==> src/rtl/avs_lvl_pkg.sv <==
// Package: shared constants, the computed code-to-millivolt table and the
// sequencer state type for the adaptive voltage level calculator.
// Assumes codes are 6 bits wide and voltages fit in 11 bits.
package avs_lvl_pkg;

    localparam int CODE_W     = 6;
    localparam int NUM_CODES  = 52;
    localparam int MV_W       = 11;
    localparam int NUM_LVL    = 3;
    localparam int BASE_MV    = 747;
    localparam int STEP3_MV   = 35;
    localparam int SUB1_MV    = 11;
    localparam int SUB2_MV    = 23;
    localparam int FLOOR_MV   = 1000;
    localparam int L1_DROP_MV = 100;
    localparam int L23_DROP_MV = 150;

    // Millivolt value of a code; steps repeat in groups of three codes.
    function automatic logic [MV_W-1:0] code_to_mv(input logic [CODE_W-1:0] c);
        int ci;
        int mv;
        ci = int'(c);
        mv = BASE_MV + STEP3_MV * (ci / 3);
        case (ci % 3)
            1:       mv = mv + SUB1_MV;
            2:       mv = mv + SUB2_MV;
            default: mv = mv;
        endcase
        return MV_W'(mv);
    endfunction

    // Lowest code reaching a given voltage; used for constants only.
    function automatic int first_code_at_or_above(input int mv);
        for (int k = 0; k < NUM_CODES; k++) begin
            if (int'(code_to_mv(CODE_W'(k))) >= mv) return k;
        end
        return NUM_CODES - 1;
    endfunction

    localparam int FLOOR_CODE = first_code_at_or_above(FLOOR_MV);

    typedef enum logic [2:0] {
        ST_IDLE  = 3'd0,
        ST_GO1   = 3'd1,
        ST_WAIT1 = 3'd2,
        ST_GO2   = 3'd3,
        ST_WAIT2 = 3'd4,
        ST_PROG  = 3'd5
    } seq_state_t;

endpackage

==> src/rtl/avs_target_calc.sv <==
// Target calculator: turns the captured full-load code into the level-1
// and level-2/3 target voltages (fixed drops, held at the floor).
// Assumes the code is already known to be in range.
module avs_target_calc
    import avs_lvl_pkg::*;
#(
    parameter int CW = CODE_W,
    parameter int VW = MV_W
) (
    input  logic [CW-1:0] l0_code,
    output logic [VW-1:0] tgt_l1,
    output logic [VW-1:0] tgt_l23,
    output logic          at_floor
);

    localparam logic [VW-1:0] FLOOR_C = VW'(FLOOR_MV);
    localparam logic [VW-1:0] DROP1_C = VW'(L1_DROP_MV);
    localparam logic [VW-1:0] DROP23_C = VW'(L23_DROP_MV);

    logic [VW-1:0] v0;
    logic [VW-1:0] raw1;
    logic [VW-1:0] raw23;

    // Full-load voltage and the lowered targets, each held at the floor.
    always_comb begin
        v0       = code_to_mv(l0_code);
        at_floor = (v0 <= FLOOR_C);
        raw1     = v0 - DROP1_C;
        raw23    = v0 - DROP23_C;
        if (at_floor) begin
            tgt_l1  = FLOOR_C;
            tgt_l23 = FLOOR_C;
        end else begin
            tgt_l1  = (raw1  < FLOOR_C) ? FLOOR_C : raw1;
            tgt_l23 = (raw23 < FLOOR_C) ? FLOOR_C : raw23;
        end
    end

endmodule

==> src/rtl/avs_code_search.sv <==
// Round-up searcher: on go, scans codes upward from 0, one per cycle, and
// returns the first whose voltage reaches the target, or the last code.
// Assumes go is only raised while the searcher is not busy.
module avs_code_search
    import avs_lvl_pkg::*;
#(
    parameter int CW = CODE_W,
    parameter int VW = MV_W,
    parameter int NCODES = NUM_CODES
) (
    input  logic          clk,
    input  logic          rst_n,
    input  logic          go,
    input  logic [VW-1:0] target,
    output logic          busy,
    output logic          hit,
    output logic [CW-1:0] code
);

    localparam logic [CW-1:0] LAST_C = CW'(NCODES - 1);

    logic [CW-1:0] idx_q;
    logic [VW-1:0] tgt_q;
    logic          reached;

    // Does the entry under examination satisfy the target?
    always_comb begin
        reached = (code_to_mv(idx_q) >= tgt_q) || (idx_q == LAST_C);
    end

    // Scan state: capture target, step the index, report the match.
    always_ff @(posedge clk) begin
        if (!rst_n) begin
            busy  <= 1'b0;
            hit   <= 1'b0;
            idx_q <= '0;
            tgt_q <= '0;
            code  <= '0;
        end else begin
            hit <= 1'b0;
            if (go && !busy) begin
                busy  <= 1'b1;
                idx_q <= '0;
                tgt_q <= target;
            end else if (busy) begin
                if (reached) begin
                    busy <= 1'b0;
                    hit  <= 1'b1;
                    code <= idx_q;
                end else begin
                    idx_q <= idx_q + 1'b1;
                end
            end
        end
    end


    hit_lowest_chk: assert property (@(posedge clk) disable iff (!rst_n)
        hit |-> (code == '0 || code_to_mv(code - 1'b1) < tgt_q));


    hit_reaches_chk: assert property (@(posedge clk) disable iff (!rst_n)
        hit |-> (code_to_mv(code) >= tgt_q || code == LAST_C));

endmodule

==> src/rtl/avs_vset_bank.sv <==
// Voltage-set register bank: one code register per load level, written
// only inside a window where the global enable is off and the low-voltage
// enable is on. Assumes open precedes wr and close follows it.
module avs_vset_bank
    import avs_lvl_pkg::*;
#(
    parameter int CW = CODE_W,
    parameter int NL = NUM_LVL
) (
    input  logic                   clk,
    input  logic                   rst_n,
    input  logic                   open,
    input  logic                   wr,
    input  logic                   close,
    input  logic [NL-1:0][CW-1:0]  wr_codes,
    output logic [NL-1:0][CW-1:0]  codes
);

    logic glob_en;
    logic lowv_en;

    // Enable sequencing: open clears global enable and sets low-voltage mode.
    always_ff @(posedge clk) begin
        if (!rst_n) begin
            glob_en <= 1'b0;
            lowv_en <= 1'b0;
        end else if (open) begin
            glob_en <= 1'b0;
            lowv_en <= 1'b1;
        end else if (close) begin
            glob_en <= 1'b1;
        end
    end

    genvar g;
    generate
        for (g = 0; g < NL; g++) begin : g_lvl
            // Per-level code register, loaded on write.
            always_ff @(posedge clk) begin
                if (!rst_n) begin
                    codes[g] <= '0;
                end else if (wr) begin
                    codes[g] <= wr_codes[g];
                end
            end
        end
    endgenerate


    write_window_chk: assert property (@(posedge clk) disable iff (!rst_n)
        wr |-> (!glob_en && lowv_en));

endmodule

==> src/rtl/avs_level_calc.sv <==
// Top: sequences one shared round-up searcher over the level-1 and the
// level-2/3 targets, then programs the voltage-set bank and pulses done.
// Assumes start is a single-cycle pulse; starts while busy are dropped.
module avs_level_calc
    import avs_lvl_pkg::*;
(
    input  logic              clk,
    input  logic              rst_n,
    input  logic              start,
    input  logic [CODE_W-1:0] l0_code,
    output logic [CODE_W-1:0] lvl1_code,
    output logic [CODE_W-1:0] lvl2_code,
    output logic [CODE_W-1:0] lvl3_code,
    output logic              err,
    output logic              done
);

    localparam logic [CODE_W-1:0] NCODES_C = CODE_W'(NUM_CODES);
    localparam logic [CODE_W-1:0] FLOOR_CODE_C = CODE_W'(FLOOR_CODE);
    localparam logic [MV_W-1:0]   FLOOR_MV_C = MV_W'(FLOOR_MV);

    seq_state_t state_q;
    logic [CODE_W-1:0] l0_q;
    logic [CODE_W-1:0] c1_q;
    logic [CODE_W-1:0] c23_q;
    logic              err_q;
    logic              done_q;

    logic [MV_W-1:0]   tgt_l1;
    logic [MV_W-1:0]   tgt_l23;
    logic              at_floor;
    logic              s_go;
    logic [MV_W-1:0]   s_target;
    logic              s_busy;
    logic              s_hit;
    logic [CODE_W-1:0] s_code;
    logic              accept;
    logic              bank_open;
    logic              bank_wr;
    logic              bank_close;
    logic [NUM_LVL-1:0][CODE_W-1:0] bank_in;
    logic [NUM_LVL-1:0][CODE_W-1:0] bank_out;

    avs_target_calc #(.CW(CODE_W), .VW(MV_W)) u_tgt (
        .l0_code (l0_q),
        .tgt_l1  (tgt_l1),
        .tgt_l23 (tgt_l23),
        .at_floor(at_floor)
    );

    // Searcher request: start in a GO state, target chosen by which one.
    always_comb begin
        s_go     = (state_q == ST_GO1) || (state_q == ST_GO2);
        s_target = (state_q == ST_GO1) ? tgt_l1 : tgt_l23;
    end

    avs_code_search #(.CW(CODE_W), .VW(MV_W), .NCODES(NUM_CODES)) u_search (
        .clk   (clk),
        .rst_n (rst_n),
        .go    (s_go),
        .target(s_target),
        .busy  (s_busy),
        .hit   (s_hit),
        .code  (s_code)
    );

    // Bank controls: open on an accepted valid start, write in PROG, close after.
    always_comb begin
        accept     = (state_q == ST_IDLE) && start;
        bank_open  = accept && (l0_code < NCODES_C);
        bank_wr    = (state_q == ST_PROG);
        bank_close = done_q && !err_q;
        bank_in    = {c23_q, c23_q, c1_q};
    end

    avs_vset_bank #(.CW(CODE_W), .NL(NUM_LVL)) u_bank (
        .clk     (clk),
        .rst_n   (rst_n),
        .open    (bank_open),
        .wr      (bank_wr),
        .close   (bank_close),
        .wr_codes(bank_in),
        .codes   (bank_out)
    );

    // Sequencer: validate, run both searches, program, report.
    always_ff @(posedge clk) begin
        if (!rst_n) begin
            state_q <= ST_IDLE;
            l0_q    <= '0;
            c1_q    <= '0;
            c23_q   <= '0;
            err_q   <= 1'b0;
            done_q  <= 1'b0;
        end else begin
            done_q <= 1'b0;
            case (state_q)
                ST_IDLE: begin
                    if (start) begin
                        l0_q <= l0_code;
                        if (l0_code >= NCODES_C) begin
                            err_q  <= 1'b1;
                            done_q <= 1'b1;
                        end else begin
                            err_q   <= 1'b0;
                            state_q <= ST_GO1;
                        end
                    end
                end
                ST_GO1:   state_q <= ST_WAIT1;
                ST_WAIT1: begin
                    if (s_hit) begin
                        c1_q    <= s_code;
                        state_q <= ST_GO2;
                    end
                end
                ST_GO2:   state_q <= ST_WAIT2;
                ST_WAIT2: begin
                    if (s_hit) begin
                        c23_q   <= s_code;
                        state_q <= ST_PROG;
                    end
                end
                ST_PROG: begin
                    done_q  <= 1'b1;
                    state_q <= ST_IDLE;
                end
                default:  state_q <= ST_IDLE;
            endcase
        end
    end

    assign lvl1_code = bank_out[0];
    assign lvl2_code = bank_out[1];
    assign lvl3_code = bank_out[2];
    assign err       = err_q;
    assign done      = done_q;


    busy_start_ignored_chk: assert property (@(posedge clk) disable iff (!rst_n)
        (state_q != ST_IDLE && start) |=> $stable(l0_q));


    bad_code_flag_chk: assert property (@(posedge clk) disable iff (!rst_n)
        (state_q == ST_IDLE && start && l0_code >= NCODES_C) |=> (done && err));


    floor_codes_chk: assert property (@(posedge clk) disable iff (!rst_n)
        (state_q == ST_PROG && at_floor) |-> (c1_q == FLOOR_CODE_C && c23_q == FLOOR_CODE_C));


    l1_above_floor_chk: assert property (@(posedge clk) disable iff (!rst_n)
        (state_q == ST_PROG) |-> (code_to_mv(c1_q) >= FLOOR_MV_C && c1_q >= c23_q));


    searcher_idle_at_done_chk: assert property (@(posedge clk) disable iff (!rst_n)
        done |-> !s_busy);

endmodule

==> config.mk <==
export PLATFORM = sky130hd
export DESIGN_NAME = avs_level_calc
export DESIGN_NICKNAME = d
export VERILOG_FILES = /design/src/rtl/avs_lvl_pkg.sv /design/src/rtl/avs_target_calc.sv /design/src/rtl/avs_code_search.sv /design/src/rtl/avs_vset_bank.sv /design/src/rtl/avs_level_calc.sv
export SDC_FILE = /design/constraint.sdc
export NUM_CORES = 1
export LEC_CHECK = 0
export BUFFER_PORTS_ARGS = -buffer_cell sky130_fd_sc_hd__buf_2
export CORE_UTILIZATION = 43
export CTS_BUF_LIST = sky130_fd_sc_hd__clkbuf_8 sky130_fd_sc_hd__clkbuf_16
export DETAILED_ROUTE_END_ITERATION = 7
export MAX_ROUTING_LAYER = met4
export SLEW_MARGIN = 20
export SYNTH_ARGS = -nofsm -noshare
export SYNTH_HDL_FRONTEND = slang
export SYNTH_SLANG_ARGS = --single-unit
==> constraint.sdc <==
create_clock -name clk -period 9.6 [get_ports clk]
set_clock_uncertainty 0.1 [all_clocks]
set_input_delay 0.48 -clock clk [delete_from_list [all_inputs] [get_ports clk]]
set_output_delay 0.48 -clock clk [all_outputs]
set_load 0.02 [all_outputs]
==> impl_results.md, run 1 <==
- Initial antenna violation count: 0
- Maximum vdd drop: 228 uV
- Count leader, synth: ha_1
- Clk slew on worst S/H paths: 0.05 ns
- Fmax: 111 MHz
- Vias in the first global route: 5538
- Top cells by area, synth: dfxtp_1 18%, ha_1 14%, xnor2_1 5.8%, inv_1 3.7%, nand2_1 3.7%
- DR vias/cell: 5.49
- Max clock buf depth: 2
- Most used cell, CP: inv_1
- Final ANT Viol Nets: 0
- Critical Path RT: 9.73 ns
- Worst min path class: input port to flip-flop
- Number of H-tree levels: 3
- Syn Std Cell Area: 6750 um2
- Yosys top cell area share: 0.178
- Final HPWL DP: 12.2 mm
- Worst hold slack: 0.299 ns
- Power share of the clock group: 0.109
- Fraction of the mapped netlist area in adder cells: 0.162
- Hold EP: l0_q[0]
- RSZ-0062 raised after global routing: no
- Slew Limit Fails: 0
- Simple-gate share of the synthesized area: 0.219
- Final nets: 967
- DRC errors left: 0
- P_sw: 1440 uW
- Clk_lat worst skew: 0.33 ns
- WP data arrival: 9.18 ns
- EDFF count, synth: 0
- Kind of critical path: flip-flop to flip-flop
- Die Ht: 127 um
- Comb pwr share: 0.790
- Net Count, Synth: 955
- Total Routing Usage GR: 0.201
- Period utilisation layout: 0.943
- Pre-Repair DR Iteration Count: 5
- Post-synth ARST share: 0
- Final Setup Violations: 0
- Initial Util: 0.442
- Synth area leader: dfxtp_1
- Leakage power: 0.00305 uW
- Synth top cells by count: 78 x ha_1, 67 x inv_1, 67 x nand2_1
- Syn Inst Count: 862
- Power, Total: 2710 uW
- Synth Flop Type: dfxtp_1
- Maxcap violations: 0
- Wirelength per Cell: 14.3 um
- PortBufs: 28
- Worst hold start: l0_code[0]
- CP max FO: 11
- Measured slew at the worst slew-check pin: 0.896 ns
- Flops & latches, synth: 60
- Reg2reg start: l0_q[4]
- Hold Path Stages: 3
- Share of layout cells above drive strength 1: 0.118
- Synth Area per Inst: 7.83 um2
- 1st-iter DRT viols: 335
- Status: complete, no violations
- Die W: 127 um
- Reg2reg setup slack: 0.55 ns
- Sw frac: 0.533
- Largest net degree at the start of global routing: 54
- Sequential share of power: 0.101
- Setup Total Neg Slack: 0 ns
- Peak per-stage delay on the critical path: 0.61 ns
- PD cells: 365 nW/um2
- DR vias: 5987
- Post-synth cell types: 94
- R2r endpoint: u_search.tgt_q[1]
- Top Ports: 29
- CTS tree: yes
- Compound-gate portion of the synthesized area: 0.249
- Final hold vios: 0
- Worst r2r path cells: 37
- Total routed wirelength: 15.5 mm
- Post-layout minimum cycle time: 9.05 ns
- Die area: 16200 um2
- Worst rel slew slack: 0.400
- Largest family of logic cells by synthesized area: compound AO/OA/AOI/OAI gates
- Slowest cell on the critical path: or4_4
- Cell Rows: 45
- XOR/XNOR share of the synthesized area: 0.0790
- # hold bufs at CTS: 0
- Yosys warns: 0
- Critical Path Source Type: flip-flop
- Ant. Diodes: 0
- Total clock buffers created by CTS: 9
- Num Clock Sinks: 60
- Root Driver: clkbuf_16
- Area of the core: 15300 um2
- Int Power: 1270 uW
- Grt total ovfl: 0
- Area Overhead vs Synth: 10.0%
- Critical Path Sink Type: flip-flop
- Final GP Congestion: 0.938
- Sequential area share after synthesis: 0.178
- Mux contribution to synthesized area: 0.0465
- First-pass GRT wire length: 26.0 mm
-- critical path, delay by kind of cell (launching register included) --
kind	cells	cell delay (ns)
AND/OR/NAND/NOR	9	2.91
flip-flops	1	0.37
AO/OA/AOI/OAI	11	2.20
adder cells (fa/ha/maj)	8	2.13
XOR/XNOR	1	0.17
buffers and inverters	7	0.66
multiplexers	1	0.38
-- cell families (layout without fill, tap and decap cells) --
kind of cell | count (synthesis) | count (layout)
flops | 60 | 60
fa+ha+maj | 84 | 84
simple gates | 282 | 282
buf+inv | 109 | 126
compound gates | 237 | 237
xor+xnor | 60 | 60
mux | 30 | 30
-- stage by stage --
step                utilization  worst slack (ns)  cell area [um2]  std cells
finish                    0.487             0.550             7430       1090
global route              0.487           0.00404             7430       1090
CTS                       0.481            0.0691             7340       1089
detailed placement        0.463             0.131             7070       1073
global placement          0.463             0.331             7070       1073
floorplan                     -             0.356             6750        862
-- per-layer routing --
| metal | vias to the layer above | global-route usage | part of all wire |
|---|---|---|---|
| met1 | 2732 | 0.270 | 0.51 |
| met5 | - | - | 0 |
| met2 | 131 | 0.316 | 0.44 |
| li1 | 3109 | - | - |
| met4 | 0 | 0.0560 | 0.011 |
| met3 | 15 | 0.0243 | 0.037 |
-- power by group through the flow --
stage | logic [uW] | registers [uW] | clock network, uW
floorplan | 1660 | 272 | 0
global placement | 2120 | 278 | 0
detailed placement | 2070 | 278 | 0
CTS | 2090 | 273 | 302
global route | 2350 | 276 | 313
finish | 2140 | 274 | 296
-- flip-flops by register name (all words and copies together) (netlist names) --
name / cells
u_search.tgt_q: 11
state_q: 3
l0_q: 6
u_search.hit: 1
err: 1
done: 1
u_bank.codes: 12
c23_q: 6
u_search.busy: 1
u_search.idx_q: 6
c1_q: 6
u_search.code: 6
-- timing repair --
item | CTS | global route
setup endpoints to repair | 0 | 11
buffers inserted | 0 | 1
resized for setup | 0 | 16
-- worst max path at each step --
stage / from / to / slack (ns) / cells after the start
global route: l0_q[4] / u_search.tgt_q[0] / 0.004 / 38
CTS: l0_q[4] / u_search.tgt_q[1] / 0.07 / 37
global placement: l0_q[4] / u_search.tgt_q[1] / 0.33 / 37
finish: l0_q[4] / u_search.tgt_q[1] / 0.55 / 37
detailed placement: l0_q[4] / u_search.tgt_q[1] / 0.13 / 37
floorplan: l0_q[4] / u_search.tgt_q[1] / 0.36 / 39
-- layout by cell type (no fill, tap or decap), types with 5 or more instances in the layout --
cell / Yosys / final
a211oi_1: 7 / 7
a21boi_0: 17 / 17
a21o_1: 12 / 12
a21oi_1: 46 / 45
a31oi_1: 7 / 7
and2_1: 12 / 11
and3_1: 7 / 7
buf_2: 6 / 28
buf_4: 6 / 14
clkbuf_16: 0 / 9
dfxtp_1: 60 / 59
fa_1: 6 / 6
ha_1: 78 / 75
inv_1: 67 / 66
mux2i_1: 24 / 24
nand2_1: 67 / 67
nand2b_1: 15 / 14
nand3_1: 17 / 17
nand4_1: 6 / 6
nor2_1: 57 / 57
nor2b_1: 35 / 35
nor3_1: 18 / 17
nor4_1: 9 / 8
o211ai_1: 12 / 12
o21a_1: 17 / 17
o21ai_0: 39 / 39
o21ai_1: 6 / 5
o22ai_1: 8 / 8
or3_1: 8 / 8
xnor2_1: 45 / 45
xor2_1: 14 / 14
-- layout make-up --
class,instances,area [um2]
Fill cell,1526,7830
Multi-Input combinational cell,693,5180
Sequential cell,60,1200
Tap cell,211,264
Inverter,68,255
Timing Repair Buffer,42,245
Clock buffer,9,225
Clock inverter,7,51.3
Note: power is estimated with default switching activity, not from simulation.
==> run 2: changes to the inputs <==
- ABC_CLOCK_PERIOD_IN_PS: not set -> 7700
- CORE_UTILIZATION: 43 -> 45
- clock period: 9.6 -> 7.7 ns (I/O delays scaled with it)
==> run 2 against run 1 <==
- the flow now finishes with violations (setup timing)
- cell count rose by 15%
- global-route usage rose by 6.1 points
- die area fell by 4.4%
- maximum frequency rose by 10%
- non-clock buffer count rose by 191
- critical path depth did not move
- final area rose by 27%
- routed wire length rose by 28%
- core utilization rose by 16 points
- sequential cell count did not move
- count of clock-buffer cells in the layout did not move
==> impl_results.md, run 2 (synthesis results as in run 1) <==
- Most common cell after layout, fill and taps aside: buf_4
- Initial Util: 0.463
- 1st-iter DRT viols: 367
- WL met1: 8.90 mm
- Share of layout cells above drive strength 1: 0.356
- Slowest cell on the critical path: or4_4
- Area of the core: 14600 um2
- Total Routing Usage GR: 0.262
- WP data arrival: 8.30 ns
- Pre-Repair DR Iteration Count: 5
- Initial antenna violation count: 0
- Final hold vios: 0
- Largest net degree at the start of global routing: 54
- Slew Limit Fails: 0
- Critical Path RT: 7.79 ns
- Reg2reg setup slack: -0.51 ns
- CP max FO: 5
- DRC errors left: 0
- DR vias: 7001
- Wirelength per Cell: 15.9 um
- Total routed wirelength: 19.9 mm
- Max reg flops: 12
- Top Ports: 29
- Die W: 124 um
- Commonest cells after routing, fill and taps aside: 198 x buf_4, 63 x nand2_1, 62 x ha_1, 59 x inv_1, 56 x dfxtp_1
- Maxcap violations: 0
- Die Ht: 124 um
- Status: finished with violations
- Final nets: 1158
- Fmax: 122 MHz
- Post-layout minimum cycle time: 8.21 ns
- Max clock buf depth: 2
- Root Driver: clkbuf_16
- RSZ-0062 raised after global routing: yes
- Worst hold slack: 0.214 ns
- Worst rel slew slack: 0.475
- Period utilisation layout: 1.07
- Worst min path class: input port to flip-flop
- Largest Register: u_bank.codes
- CTS tree: yes
- Final ANT Viol Nets: 0
- Critical Path Source Type: flip-flop
- Vias in the first global route: 7054
- # hold bufs at CTS: 0
- First-pass GRT wire length: 32.8 mm
- Largest regs: u_bank.codes: 12 flops, u_search.tgt_q: 11 flops
- Final GP Congestion: 0.917
- Clk_lat worst skew: 0.33 ns
- Final Setup Violations: 11
- Failing checks: setup timing
- Clk slew on worst S/H paths: 0.06 ns
- PnR worst setup slack: -0.509 ns
- Ant. Diodes: 0
- Num Clock Sinks: 60
- Critical Path Sink Type: flip-flop
- Grt total ovfl: 0
- Cell Rows: 44
- Final HPWL DP: 15.0 mm
- Peak per-stage delay on the critical path: 0.56 ns
- Die area: 15500 um2
- Number of H-tree levels: 3
- Kind of critical path: flip-flop to flip-flop
- Measured slew at the worst slew-check pin: 0.788 ns
- Wire length on met2: 10.0 mm
- PortBufs: 28
- DR WL met3: 628 um
- DR vias/cell: 5.58
- Area Overhead vs Synth: 39.8%
- Highest metal used: met4
- Total clock buffers created by CTS: 9
[run 2: cell types whose count changed in the layout (fill, tap and decap cells not counted), sizes merged]
cell      change
clkinvlp      -1
buf         +191
inv           +1
[run 2: final timing paths]
kind	start	to	cells past startpoint
worst max-delay path	l0_q[4]	u_search.tgt_q[4]	37
worst min register to register	u_bank.codes[4]	u_bank.codes[4]	2
worst max register to register	l0_q[4]	u_search.tgt_q[4]	37
worst min-delay path	l0_code[0]	l0_q[0]	3
[run 2: through the flow]
step / utilization / setup TNS, ns / area [um2] / cells / setup slack [ns]
2_1_floorplan: - / -5.74 / 7040 / 862 / -0.673
3_3_place_gp: 0.572 / -3.66 / 8350 / 1190 / -0.384
3_5_place_dp: 0.572 / -5.80 / 8350 / 1190 / -0.594
4_1_cts: 0.624 / -3.87 / 9110 / 1238 / -0.408
5_1_grt: 0.647 / -7.53 / 9430 / 1254 / -0.755
6_report: 0.647 / -4.63 / 9430 / 1254 / -0.509
[run 2: what timing repair did]
action                                  CTS  global route
setup buffers                            32            16
resized for setup                        49            40
endpoints found under the setup margin   12            24
hold endpoints to repair                  0             0
pin swaps                                24            26
[run 2: final cells by class]
class | count | area, um2
multi-input combinational | 693 | 5750
fill | 1258 | 5160
timing repair buffer | 233 | 1710
sequential | 60 | 1210
inverter | 68 | 263
tap | 184 | 230
clock buffer | 9 | 225
clock inverter | 7 | 50.0
[run 2: critical path, delay by kind of cell (launching register included)]
kind,cells,cell delay [ns]
XOR/XNOR,1,0.16
adder cells (fa/ha/maj),7,1.92
AO/OA/AOI/OAI,11,1.58
multiplexers,1,0.38
buffers and inverters,7,0.56
AND/OR/NAND/NOR,10,2.94
flip-flops,1,0.39
[run 2: per-layer routing]
metal  GRT usage  up-vias
met3      0.0344       31
met2       0.466      148
li1            -     3496
met1       0.304     3326
met4      0.0808        0
met5           -        -
Power of run 2 is left out: the tool's default activity adds up to more than one toggle a clock period on the data nets, which glitch-free logic cannot reach.
